**config.mk**
```make
export PLATFORM = sky130hd
export DESIGN_NAME = flash_wstat_rdmux
export DESIGN_NICKNAME = d
export VERILOG_FILES = /design/src/rtl/flash_rdmux_pkg.sv /design/src/rtl/flash_busy_timer.sv /design/src/rtl/flash_toggle_pair.sv /design/src/rtl/flash_status_mux.sv /design/src/rtl/flash_wstat_rdmux.sv
export SDC_FILE = /design/constraint.sdc
export NUM_CORES = 1
export LEC_CHECK = 0
export BUFFER_PORTS_ARGS = -buffer_cell sky130_fd_sc_hd__buf_4
export CAP_MARGIN = 5
export CELL_PAD_IN_SITES_DETAIL_PLACEMENT = 1
export CELL_PAD_IN_SITES_GLOBAL_PLACEMENT = 2
export CORE_UTILIZATION = 28
export DETAILED_ROUTE_END_ITERATION = 6
export PLACE_DENSITY = 0.86
export SLEW_MARGIN = 20
export SYNTH_ARGS = -nofsm -noshare
export SYNTH_HDL_FRONTEND = slang
export SYNTH_SLANG_ARGS = --single-unit
```
**constraint.sdc**
```tcl
create_clock -name clk -period 3 [get_ports clk]
set_clock_uncertainty 0.1 [all_clocks]
set_input_delay 0.15 -clock clk [delete_from_list [all_inputs] [get_ports clk]]
set_output_delay 0.15 -clock clk [all_outputs]
set_load 0.02 [all_outputs]
```
**src/rtl/flash_rdmux_pkg.sv**
```systemverilog
package flash_rdmux_pkg;

    typedef enum logic [2:0] {
        ST_IDLE,
        ST_PROG,
        ST_ERASE,
        ST_SUSP_WAIT,
        ST_SUSPENDED,
        ST_SUSP_PROG
    } op_state_t;

    typedef enum logic [1:0] {
        RK_ARRAY,
        RK_PROG,
        RK_ERASE,
        RK_SUSP
    } read_kind_t;

    localparam int POLL_BIT  = 7;
    localparam int TOG_BIT   = 6;
    localparam int STOG_BIT  = 2;
    localparam int NUM_TOG   = 2;
    localparam int TOG_IDX_A = 0;  // bit 6 toggle flop
    localparam int TOG_IDX_B = 1;  // bit 2 toggle flop

    function automatic read_kind_t classify_read(op_state_t st, logic in_susp_sect);
        read_kind_t k;
        case (st)
            ST_PROG, ST_SUSP_PROG:   k = RK_PROG;
            ST_ERASE, ST_SUSP_WAIT:  k = RK_ERASE;
            ST_SUSPENDED:            k = in_susp_sect ? RK_SUSP : RK_ARRAY;
            default:                 k = RK_ARRAY;
        endcase
        return k;
    endfunction

    function automatic logic is_ready(op_state_t st);
        return (st == ST_IDLE) || (st == ST_SUSPENDED);
    endfunction

endpackage

```
**src/rtl/flash_busy_timer.sv**
```systemverilog
module flash_busy_timer #(
    parameter int W = 8
) (
    input  logic         clk,
    input  logic         rst,
    input  logic         load,
    input  logic [W-1:0] load_val,
    input  logic         run,
    output logic         expire,
    output logic [W-1:0] cnt
);

    always_ff @(posedge clk) begin
        if (rst) begin
            cnt <= '0;
        end else if (load) begin
            cnt <= load_val;
        end else if (run && cnt != '0) begin
            cnt <= cnt - 1'b1;
        end
    end

    assign expire = run && (cnt == W'(1));


    timer_underflow_chk: assert property (@(posedge clk) disable iff (rst)
        run |-> cnt != '0);

endmodule

```
**src/rtl/flash_toggle_pair.sv**
```systemverilog
module flash_toggle_pair
    import flash_rdmux_pkg::*;
(
    input  logic               clk,
    input  logic               rst,
    input  logic               clr,
    input  logic [NUM_TOG-1:0] flip,
    output logic [NUM_TOG-1:0] tog
);

    for (genvar i = 0; i < NUM_TOG; i++) begin : g_tog
        always_ff @(posedge clk) begin
            if (rst || clr) begin
                tog[i] <= 1'b0;
            end else if (flip[i]) begin
                tog[i] <= ~tog[i];
            end
        end


        toggle_hold_chk: assert property (@(posedge clk) disable iff (rst)
            (!clr && !flip[i]) |=> $stable(tog[i]));

        toggle_flip_chk: assert property (@(posedge clk) disable iff (rst)
            (!clr && flip[i]) |=> tog[i] != $past(tog[i]));
    end

endmodule

```
**src/rtl/flash_status_mux.sv**
```systemverilog
module flash_status_mux
    import flash_rdmux_pkg::*;
#(
    parameter int DW = 16
) (
    input  read_kind_t         kind,
    input  logic [DW-1:0]      array_data,
    input  logic               prog_bit7,
    input  logic [NUM_TOG-1:0] tog,
    output logic [DW-1:0]      value
);

    always_comb begin
        value = array_data;
        case (kind)
            RK_PROG: begin
                value[POLL_BIT] = ~prog_bit7;
                value[TOG_BIT]  = tog[TOG_IDX_A];
                value[STOG_BIT] = tog[TOG_IDX_B];
            end
            RK_ERASE: begin
                value[POLL_BIT] = 1'b0;
                value[TOG_BIT]  = tog[TOG_IDX_A];
                value[STOG_BIT] = tog[TOG_IDX_B];
            end
            RK_SUSP: begin
                value[POLL_BIT] = 1'b1;
                value[TOG_BIT]  = 1'b1;
                value[STOG_BIT] = tog[TOG_IDX_B];
            end
            default: ;
        endcase
    end

endmodule

```
**src/rtl/flash_wstat_rdmux.sv**
```systemverilog
module flash_wstat_rdmux
    import flash_rdmux_pkg::*;
#(
    parameter int AW           = 20,
    parameter int DW           = 16,
    parameter int SECT_LSB     = 11,
    parameter int PROG_CYCLES  = 8,
    parameter int ERASE_CYCLES = 40,
    parameter int SUSP_CYCLES  = 6
) (
    input  logic          clk,
    input  logic          rst,
    input  logic          start_prog,
    input  logic          start_erase,
    input  logic          suspend_req,
    input  logic          resume_req,
    input  logic [AW-1:0] cmd_addr,
    input  logic [DW-1:0] cmd_data,
    input  logic          rd_strobe,
    input  logic [AW-1:0] rd_addr,
    input  logic [DW-1:0] array_data,
    output logic [DW-1:0] rd_data,
    output logic          ready,
    output logic          op_done
);

    localparam int SW     = AW - SECT_LSB;
    localparam int MAXCYC = (ERASE_CYCLES > PROG_CYCLES) ?
                            ((ERASE_CYCLES > SUSP_CYCLES) ? ERASE_CYCLES : SUSP_CYCLES) :
                            ((PROG_CYCLES > SUSP_CYCLES) ? PROG_CYCLES : SUSP_CYCLES);
    localparam int CW     = $clog2(MAXCYC + 1);

    op_state_t          state, state_n;
    logic [SW-1:0]      susp_sect;
    logic               prog_bit7;
    logic               latch_prog, latch_sect;
    logic               p_load, p_run, p_exp;
    logic               e_load, e_run, e_exp;
    logic               s_load, s_run, s_exp;
    logic               tog_clr, done_n;
    logic [NUM_TOG-1:0] tog, tog_flip;
    logic [CW-1:0]      p_cnt, e_cnt, s_cnt;
    logic               rd_in_sect, cmd_in_sect;
    read_kind_t         kind;
    logic [DW-1:0]      rd_value;

    assign rd_in_sect  = (rd_addr[AW-1:SECT_LSB]  == susp_sect);
    assign cmd_in_sect = (cmd_addr[AW-1:SECT_LSB] == susp_sect);

    flash_busy_timer #(.W(CW)) u_prog_tmr (
        .clk(clk), .rst(rst), .load(p_load), .load_val(CW'(PROG_CYCLES)),
        .run(p_run), .expire(p_exp), .cnt(p_cnt)
    );

    flash_busy_timer #(.W(CW)) u_erase_tmr (
        .clk(clk), .rst(rst), .load(e_load), .load_val(CW'(ERASE_CYCLES)),
        .run(e_run), .expire(e_exp), .cnt(e_cnt)
    );

    flash_busy_timer #(.W(CW)) u_susp_tmr (
        .clk(clk), .rst(rst), .load(s_load), .load_val(CW'(SUSP_CYCLES)),
        .run(s_run), .expire(s_exp), .cnt(s_cnt)
    );

    always_comb begin
        state_n    = state;
        p_load     = 1'b0;
        e_load     = 1'b0;
        s_load     = 1'b0;
        p_run      = 1'b0;
        e_run      = 1'b0;
        s_run      = 1'b0;
        tog_clr    = 1'b0;
        done_n     = 1'b0;
        latch_prog = 1'b0;
        latch_sect = 1'b0;
        case (state)
            ST_IDLE: begin
                if (start_prog) begin
                    state_n    = ST_PROG;
                    p_load     = 1'b1;
                    tog_clr    = 1'b1;
                    latch_prog = 1'b1;
                end else if (start_erase) begin
                    state_n    = ST_ERASE;
                    e_load     = 1'b1;
                    tog_clr    = 1'b1;
                    latch_sect = 1'b1;
                end
            end
            ST_PROG: begin
                p_run = 1'b1;
                if (p_exp) begin
                    state_n = ST_IDLE;
                    done_n  = 1'b1;
                end
            end
            ST_ERASE: begin
                e_run = 1'b1;
                if (e_exp) begin
                    state_n = ST_IDLE;
                    done_n  = 1'b1;
                end else if (suspend_req) begin
                    state_n = ST_SUSP_WAIT;
                    s_load  = 1'b1;
                end
            end
            ST_SUSP_WAIT: begin
                s_run = 1'b1;
                if (s_exp) state_n = ST_SUSPENDED;
            end
            ST_SUSPENDED: begin
                if (start_prog && !cmd_in_sect) begin
                    state_n    = ST_SUSP_PROG;
                    p_load     = 1'b1;
                    tog_clr    = 1'b1;
                    latch_prog = 1'b1;
                end else if (resume_req) begin
                    state_n = ST_ERASE;
                    tog_clr = 1'b1;
                end
            end
            ST_SUSP_PROG: begin
                p_run = 1'b1;
                if (p_exp) begin
                    state_n = ST_SUSPENDED;
                    done_n  = 1'b1;
                end
            end
            default: state_n = ST_IDLE;
        endcase
    end

    always_ff @(posedge clk) begin
        if (rst) begin
            state     <= ST_IDLE;
            susp_sect <= '0;
            prog_bit7 <= 1'b0;
            op_done   <= 1'b0;
        end else begin
            state   <= state_n;
            op_done <= done_n;
            if (latch_sect) susp_sect <= cmd_addr[AW-1:SECT_LSB];
            if (latch_prog) prog_bit7 <= cmd_data[POLL_BIT];
        end
    end

    assign kind = classify_read(state, rd_in_sect);

    always_comb begin
        tog_flip            = '0;
        tog_flip[TOG_IDX_A] = rd_strobe && (kind == RK_PROG || kind == RK_ERASE);
        tog_flip[TOG_IDX_B] = rd_strobe && (kind == RK_ERASE || kind == RK_SUSP);
    end

    flash_toggle_pair u_tog (
        .clk(clk), .rst(rst), .clr(tog_clr), .flip(tog_flip), .tog(tog)
    );

    flash_status_mux #(.DW(DW)) u_mux (
        .kind(kind), .array_data(array_data), .prog_bit7(prog_bit7),
        .tog(tog), .value(rd_value)
    );

    always_ff @(posedge clk) begin
        if (rst)            rd_data <= '0;
        else if (rd_strobe) rd_data <= rd_value;
    end

    assign ready = is_ready(state);


    ready_on_start_chk: assert property (@(posedge clk) disable iff (rst)
        (state == ST_IDLE && (start_prog || start_erase)) |=> !ready);

    op_done_pulse_chk: assert property (@(posedge clk) disable iff (rst)
        op_done |=> !op_done);

    susp_read_chk: assert property (@(posedge clk) disable iff (rst)
        (rd_strobe && state == ST_SUSPENDED && rd_in_sect) |=> (rd_data[POLL_BIT] && rd_data[TOG_BIT]));

    reset_ready_chk: assert property (@(posedge clk)
        rst |=> (ready && !op_done));

    busy_ignore_chk: assert property (@(posedge clk) disable iff (rst)
        (state == ST_PROG && start_erase) |=> state != ST_ERASE);

    rd_hold_chk: assert property (@(posedge clk) disable iff (rst)
        !rd_strobe |=> $stable(rd_data));

endmodule

```
==> results of run 1 <==
[cells in the mapped netlist, types with 2 or more instances]
library cell  number
dfxtp_1           50
nor2_1            40
nand2_1           31
xor2_1            27
a21oi_1           20
mux2i_1           18
inv_1             11
ha_1              10
nor3_1            10
clkbuf_1           9
nand3_1            8
o21ai_0            7
xnor2_1            6
nand2b_1           4
a31oi_1            3
nand4_1            3
nor4_1             3
a211oi_1           2
and2_1             2
and3_1             2
buf_2              2
buf_4              2
nor3b_2            2
o21a_1             2
o21ai_1            2
[worst paths after layout]
kind	cells past startpoint	end	slack, ps
worst max-delay path	10	rd_data[6]	570
worst max register to register	10	rd_data[6]	570
worst min-delay path	3	susp_sect[7]	10
worst min register to register	2	susp_sect[7]	400
[per-stage QoR]
stage / hold slack, ps / setup WS [ps] / utilization / cell area, um^2
after global placement: 284.2 / 626.4 / 0.3556 / 3147
final: 11.48 / 567.8 / 0.3857 / 3413
after global routing: 18.01 / 368.7 / 0.3857 / 3413
after detailed placement: 295.5 / 594.6 / 0.3556 / 3147
after CTS: 1.512 / 559.7 / 0.3857 / 3413
after floorplan: 186.0 / 902.3 / - / 2605
[critical path, cell delays in order (launching register included)]
cell     delay (ps)
dfxtp_1         320
or3b_1          430
nor4_1          280
nand4_1         190
o21ai_1         200
inv_1           110
ha_1            210
o21ai_0         190
a21oi_1          90
mux2i_1         140
nor2_1           50
[final cells by class]
cell class                 count  area [um^2]
timing repair buffer          80        645.6
tap                          108        135.1
inverter                      12        45.04
sequential                    50         1001
clock inverter                 2        13.76
multi-input combinational    226         1500
clock buffer                   6        72.57
fill                        1066         5435
[repair_timing]
action | in CTS | in global routing
hold buffers | 18 | 0
buffers inserted | 0 | 0
hold endpoints to repair | 18 | 0
[kinds of logic (layout without fill, tap and decap cells)]
| group | count (synthesis) | count (layout) | share of synthesized area |
|---|---|---|---|
| adder cells (fa/ha/maj) | 10 | 10 | 0.04803 |
| XOR/XNOR | 33 | 33 | 0.1110 |
| flip-flops | 50 | 50 | 0.3842 |
| multiplexers | 18 | 18 | 0.06916 |
| buffers and inverters | 25 | 100 | 0.03986 |
| AND/OR/NAND/NOR | 117 | 117 | 0.2238 |
| AO/OA/AOI/OAI | 48 | 48 | 0.1239 |
[state kept, by name (all words and copies together), names as in the netlist]
register,cells
state,3
prog_bit7,1
susp_sect,9
u_erase_tmr.cnt,6
u_susp_tmr.cnt,6
op_done,1
rd_data,16
u_tog.tog,2
u_prog_tmr.cnt,6
[cell usage in the layout (no fill, tap or decap), types with 5 or more instances in the layout]
master	n
buf_4	62
dfxtp_1	50
nor2_1	40
nand2_1	31
xor2_1	27
a21oi_1	20
mux2i_1	18
dlygate4sd3_1	18
inv_1	11
nor3_1	10
ha_1	10
nand3_1	8
o21ai_0	7
xnor2_1	6
clkbuf_8	5
[metal layers]
metal	wire length (um)	global-route usage
met5	0	0
met4	65	0.03674
met3	190	0.02837
met2	3569	0.2665
met1	3039	0.1832
[power groups by stage]
stage	clock network (mW)	registers [mW]	logic (mW)
2_1_floorplan	0	0.871	0.621
3_3_place_gp	0	0.855	0.865
3_5_place_dp	0	0.859	0.888
4_1_cts	0.418	0.846	0.916
5_1_grt	0.448	0.861	1.02
6_report	0.398	0.844	0.907
==> results.cfg, run 1 <==
[die]
fp.dieW_um = 98.46
start_util = 0.2944
die_area_um2 = 9693
pin_count = 97
core.rowCount = 34
die_y_um = 98.46
core_area_um2 = 8848

[global_routing]
grt_usage = 0.1487
grt_max_degree = 45
antenna_found_initial = 0
first_global_vias = 2409
grt_pass1_wl_um = 11640
grt-ovfl-total = 0

[clock_tree]
postCtsResizedCells = 0
cts_tree = done
cts_sinks = 50
cts_buffer_depth = 2
h-tree-depth = 2
cts_root_buf = clkbuf_8
clkTransAtPathRegs_ps = 100
numCtsBuffers = 5
clkLatencyLatePin_ps = 300

[run]
drv_cap = 0

[synth]
yosys.cell_types.count = 50
synthCells = 301
yosysTopAreaCell = dfxtp_1
synth-main-ff-cell = dfxtp_1
async_flop_share = 0
syn_area_per_cell_um2 = 8.654
synth_area_um2 = 2605
synth_edf_count = 0
synth-seq-cells = 50
ys_seq_area_frac = 0.3842
synth_nets = 390
ys_warn_count = 0
synthTopCellsByArea = dfxtp_1 38%, xor2_1 9.1%, mux2i_1 6.9%, nor2_1 5.8%, ha_1 4.8%
synth_top_area_share = 0.3842

[timing]
fmax_mhz = 411.1
rsz0062_at_grt = no
worst_pin_slew_ps = 670.4
slew_headroom = 0.5496
tns_ps = 0
hold_viol_final = 0
setup_viol = 0
maxSlewViolCount = 0
fin_crit_sh = 0.8107
fin_crit_ps = 2432

[worst_setup_path]
crit_path_end_kind = flip-flop
crit_path_start_kind = flip-flop
criticalPathCategory = reg2reg
crit_start = state[0]
r2r_start = state[0]
crit_fanout = 3
critPathRequiredTime_ps = 3080
crit_arrival_ps = 2510

[drt]
drtIter0Drc = 63
wl_per_cell_um = 14.18
vias = 2313
drc = 0
dr.pass1.iters = 6
drtAntennaViolNets = 0
totalWireLength_um = 6864
vias_per_cell = 4.779

[layout]
drive_above_1_share = 0.2128
final_nets = 464
insertedDiodeCount = 0
area_growth_pct = 31.03
layoutNonFillerInstCount = 484

[power_and_ir_drop]
ir_drop_mv = 0.2898
p_leak_nw = 1.453
power_density_nw_per_um2 = 629.5
sw_frac_of_total = 0.3869
seqPwrFrac = 0.393
p_clk_frac = 0.185
internal_power_mw = 1.317
combPwrFrac = 0.422
finalPower_mw = 2.149
p_sw_mw = 0.8314

[placement]
hpwl_um = 4753
port-buffer-count = 59
gp_congestion = 0.7357
dpl.cell_count = 458

[run_status]
outcome = finished, final reports clean

[min_path]
hold_path.startpoint = cmd_addr[18]
hp-class = in2reg
(Power assumes the default switching activity.)
==> run 2, diff against run 1 <==
==> constraint.sdc (replaced) <==
create_clock -name clk -period 2.4 [get_ports clk]
set_clock_uncertainty 0.1 [all_clocks]
set_input_delay 0.12 -clock clk [delete_from_list [all_inputs] [get_ports clk]]
set_output_delay 0.12 -clock clk [all_outputs]
set_load 0.02 [all_outputs]
==> results.cfg, run 2 (synthesized netlist as in run 1, its figures left out) <==
[timing]
fin_crit_ps = 2285
fin_crit_sh = 0.9519
maxSlewViolCount = 0
slew_headroom = 0.6002
worst_pin_slew_ps = 594.3
hold_viol_final = 0
setup_slack_ps = 115.5
setup_viol = 0
tns_ps = 0
whs_ps = 75.06
fmax_mhz = 437.7

[global_routing]
grt-ovfl-total = 0
grt_pass1_wl_um = 11750
grt_max_degree = 45
grt_usage = 0.1517
antenna_found_initial = 0
first_global_vias = 2479

[drt]
vias_per_cell = 4.827
vias = 2365
totalWireLength_um = 6956
drtIter0Drc = 75
wl_per_cell_um = 14.20
drtAntennaViolNets = 0
dr.pass1.iters = 6
drc = 0

[clock_tree]
cts_buffer_depth = 2
h-tree-depth = 2
clkLatencyLatePin_ps = 310
cts_root_buf = clkbuf_8
clkTransAtPathRegs_ps = 100
numCtsBuffers = 5
cts_tree = done
cts_sinks = 50

[layout]
area_growth_pct = 34.82
final_nets = 471
design_area_um2 = 3512
layout_common_cells = 64 x buf_4, 50 x dfxtp_1, 40 x nor2_1
layoutNonFillerInstCount = 490
insertedDiodeCount = 0
largest_register_ffs = 16
drive_above_1_share = 0.2225
regMostFlops = rd_data
nFillCells = 1056
mostFrequentLayoutCell = buf_4
final_util = 0.3969
reg_top3 = rd_data: 16 flops, susp_sect: 9 flops

[placement]
gp_congestion = 0.7663
dp_slack_ps = 46.31
port-buffer-count = 59
dpl.cell_count = 460
place_area_um2 = 3162
hpwl_um = 4713

[min_path]
hp-class = in2reg
hold_depth = 3
hold_path.startpoint = array_data[2]
hold_end = rd_data[2]

[worst_setup_path]
r2r_end = u_tog.tog[1]
r2r_start = state[0]
critPathRequiredTime_ps = 2480
crit_arrival_ps = 2370
crit_path_start_kind = flip-flop
criticalPathCategory = reg2reg
ff2ff_setup_slack_ps = 120
crit_fanout = 3
reg2reg_depth = 9
crit_path_end_kind = flip-flop

[die]
fp.dieW_um = 98.46
pin_count = 97
core.rowCount = 34
core_area_um2 = 8848
die_y_um = 98.46
die_area_um2 = 9693
start_util = 0.2944

[power_and_ir_drop]
ir_drop_mv = 0.3446
power_density_nw_per_um2 = 805.2
p_leak_nw = 1.495
finalPower_mw = 2.828

[run]
drv_cap = 0

[run_status]
outcome = finished, final reports clean
-- run 2: cell count changes in the layout (fill, tap and decap cells not counted), sizes merged --
cell         before  now
buf              62   64
dlygate4sd3      18   23
bufinv            0    1
clkbuf            6    5
clkinv            2    1
-- run 2: how the worst max path moves through the flow --
stage / slack (ps) / to / start / cells after the start
after detailed placement: 50 / rd_data[6] / state[2] / 10
after global routing: -10 / rd_data[6] / state[0] / 10
after CTS: 20 / u_tog.tog[1] / state[2] / 9
after floorplan: 300 / rd_data[6] / state[1] / 11
final: 120 / u_tog.tog[1] / state[0] / 9
after global placement: 70 / rd_data[6] / state[0] / 10
-- run 2: layer usage --
| metal | wire, um | GRT usage | vias to the layer above | part of all wire |
|---|---|---|---|---|
| li1 | - | - | 1185 | - |
| met1 | 3101 | 0.1776 | 1134 | 0.45 |
| met2 | 3582 | 0.2763 | 39 | 0.51 |
| met3 | 183 | 0.03050 | 7 | 0.026 |
| met4 | 89 | 0.05052 | 0 | 0.013 |
| met5 | 0 | 0 | - | 0 |
-- run 2: layout make-up --
type	instances	area, um^2	share of cell area
tap	108	135.1	0.03848
clock inverter	2	38.79	0.01104
timing repair buffer	87	710.7	0.2024
inverter	12	45.04	0.01283
clock buffer	5	68.82	0.01959
multi-input combinational	226	1513	0.4307
sequential	50	1001	0.2850
-- run 2: critical path: stages, from the launching register on --
cell and delay (ps):
dfxtp_1 320, or3b_1 440, nor4_2 180, nand4_1 230, nand2_2 160, inv_1 70, ha_1 210, o21ai_0 200
xor2_1 180, nor3_1 70
-- run 2: repair_timing --
action	in CTS	in global routing
setup buffers	0	0
hold buffers	23	0
gates resized for setup	0	4
setup endpoints to repair	0	4
hold endpoints to repair	23	0
-- run 2: power breakdown --
group          switching (mW)  leakage [nW]  internal, mW
combinational           0.671          1.03         0.501
clock                   0.294        0.0542         0.307
sequential             0.0981         0.409         0.957
==> run 3, diff against run 2 <==
--- a/config.mk
+++ b/config.mk
@@ -5,13 +5,15 @@
 export SDC_FILE = /design/constraint.sdc
 export NUM_CORES = 1
 export LEC_CHECK = 0
+export ABC_AREA = 1
 export BUFFER_PORTS_ARGS = -buffer_cell sky130_fd_sc_hd__buf_4
 export CAP_MARGIN = 5
 export CELL_PAD_IN_SITES_DETAIL_PLACEMENT = 1
 export CELL_PAD_IN_SITES_GLOBAL_PLACEMENT = 2
-export CORE_UTILIZATION = 28
+export CORE_UTILIZATION = 26
 export DETAILED_ROUTE_END_ITERATION = 6
-export PLACE_DENSITY = 0.86
+export HOLD_SLACK_MARGIN = 0.02
+export PLACE_DENSITY = 0.85
 export SLEW_MARGIN = 20
 export SYNTH_ARGS = -nofsm -noshare
 export SYNTH_HDL_FRONTEND = slang
==> results.cfg, run 3 <==
[run_status]
outcome = finished, final reports clean

[timing]
fin_crit_sh = 0.8837
tns_ps = 0
fmax_mhz = 471.5
worst_pin_slew_ps = 469.2
setup_viol = 0
fin_crit_ps = 2121
slew_headroom = 0.6868
whs_ps = 34.79
hold_viol_final = 0
rsz0062_at_grt = no
maxSlewViolCount = 0

[global_routing]
grt-ovfl-total = 0
antenna_found_initial = 0
grt_pass1_wl_um = 12370
grt_usage = 0.1504
grt_max_degree = 24
first_global_vias = 2809

[worst_setup_path]
crit_path_end_kind = flip-flop
r2r_end = rd_data[7]
crit_path_start_kind = flip-flop
ff2ff_setup_slack_ps = 280
critPathRequiredTime_ps = 2500
reg2reg_depth = 10
r2r_start = susp_sect[1]
criticalPathCategory = reg2reg
crit_arrival_ps = 2220
crit_fanout = 4

[layout]
insertedDiodeCount = 0
largest_register_ffs = 16
regMostFlops = rd_data
mostFrequentLayoutCell = nor2_1
final_nets = 539
nFillCells = 1234
layout_common_cells = 65 x nor2_1, 62 x buf_4, 52 x nand2_1
reg_top3 = rd_data: 16 flops, susp_sect: 9 flops
drive_above_1_share = 0.2328
area_growth_pct = 36.50
layoutNonFillerInstCount = 584

[synth]
ys_warn_count = 0
syn_area_per_cell_um2 = 7.185
synth-main-ff-cell = dfxtp_1
synth_top_family_by_area = simple AND/OR/NAND/NOR gates
synth-seq-cells = 50
synth_simple_gate_area_frac = 0.2977
ys_seq_area_frac = 0.3817
synthTopCellsByArea = dfxtp_1 38%, nor2_1 9.4%, nand2_1 7.4%, inv_1 5.3%, ha_1 4.8%
synth_most_common_cell = nor2_1
async_flop_share = 0
synth_nets = 454
yosys.cell_types.count = 34
synth_top_area_share = 0.3817
ys_top_cells_by_count = 66 x nor2_1, 52 x nand2_1, 50 x dfxtp_1
synth-xor-area-share = 0.05677
yosysTopAreaCell = dfxtp_1
synth_edf_count = 0
synth_area_um2 = 2623
synth-compound-area-share = 0.1336
synthAdderAreaFrac = 0.04771
synthCells = 365
synthMuxAreaShare = 0

[min_path]
hp-class = in2reg
hold_depth = 3
hold_end = susp_sect[8]
hold_path.startpoint = cmd_addr[19]

[drt]
drtAntennaViolNets = 0
drc = 0
totalWireLength_um = 7179
wl_per_cell_um = 12.29
vias = 2623
vias_per_cell = 4.491
drtIter0Drc = 39
dr.pass1.iters = 4

[placement]
port-buffer-count = 59
hpwl_um = 5408
dpl.cell_count = 552
gp_congestion = 0.7586

[die]
start_util = 0.2683
die_y_um = 102.4
die_area_um2 = 10490
pin_count = 97
core_area_um2 = 9774
core.rowCount = 36
fp.dieW_um = 102.4

[power_and_ir_drop]
finalPower_mw = 2.796
p_leak_nw = 1.623
ir_drop_mv = 0.2968
power_density_nw_per_um2 = 781.0

[clock_tree]
h-tree-depth = 2
cts_root_buf = clkbuf_8
cts_buffer_depth = 2
clkTransAtPathRegs_ps = 100
clkLatencyLatePin_ps = 300
cts_sinks = 50
numCtsBuffers = 5
cts_tree = done

[run]
drv_cap = 0
## run 3: cells by family after synthesis
kind of cell,Yosys count
AO/OA/AOI/OAI,65
XOR/XNOR,17
adder cells (fa/ha/maj),10
buffers and inverters,57
flip-flops,50
AND/OR/NAND/NOR,166
## run 3: power by group
part	internal (mW)	leakage, nW	switching [mW]
Sequential	0.975	0.410	0.122
Combinational	0.448	1.16	0.640
Clock	0.311	0.0504	0.300
Total	1.73	1.62	1.06
## run 3: worst max path at each step
| stage | start | end | slack [ps] | cells after the start |
|---|---|---|---|---|
| 2_1_floorplan | state[1] | u_tog.tog[1] | 450 | 11 |
| 3_3_place_gp | susp_sect[1] | rd_data[7] | 300 | 10 |
| 3_5_place_dp | susp_sect[0] | u_tog.tog[1] | 240 | 13 |
| 4_1_cts | susp_sect[0] | u_tog.tog[1] | 220 | 13 |
| 5_1_grt | susp_sect[4] | rd_data[7] | 70 | 11 |
| 6_report | susp_sect[1] | rd_data[7] | 280 | 10 |
## run 3: what timing repair did
item                                    in CTS  in global routing
buffers inserted                             0                  0
hold buffers                                24                  0
hold endpoints to repair                    28                  0
endpoints found under the setup margin       0                  1
resized for setup                            0                  1
## run 3: critical path: stages, from the launching register on
cell and delay, ps:
dfxtp_1 350, or2_0 220, a211oi_1 280, nand4_1 180, nand3_1 170, inv_1 80, ha_1 240, nor2_1 130
o21ai_0 110, o21ai_0 90, a21oi_1 80
## run 3: layout make-up
cell class              instances  area, um^2  area share
clock buffers                   5       68.82     0.01922
clock inverters                 3       45.04     0.01258
multi-input cells             258        1408      0.3932
inverters                      49       185.2     0.05173
repair buffers                 86       705.7      0.1971
flip-flops and latches         50        1001      0.2796
well taps                     133       166.4     0.04649
## run 3: layer usage
| metal | track usage | vias to the layer above | share of wire | wire length, um |
|---|---|---|---|---|
| met5 | 0 | - | 0 | 0 |
| met4 | 0.05055 | 0 | 0.017 | 121 |
| met3 | 0.02668 | 9 | 0.023 | 165 |
| met2 | 0.2867 | 37 | 0.52 | 3702 |
| met1 | 0.1659 | 1242 | 0.44 | 3190 |
| li1 | - | 1335 | - | - |
## run 3: through the flow
stage                       util  worst slack, ps  area [um^2]
after CTS                 0.3660            221.3         3577
final                     0.3662            279.0         3580
after floorplan                -            452.6         2623
after detailed placement  0.3297            235.9         3223
after global routing      0.3662            71.34         3580
after global placement    0.3297            298.3         3223
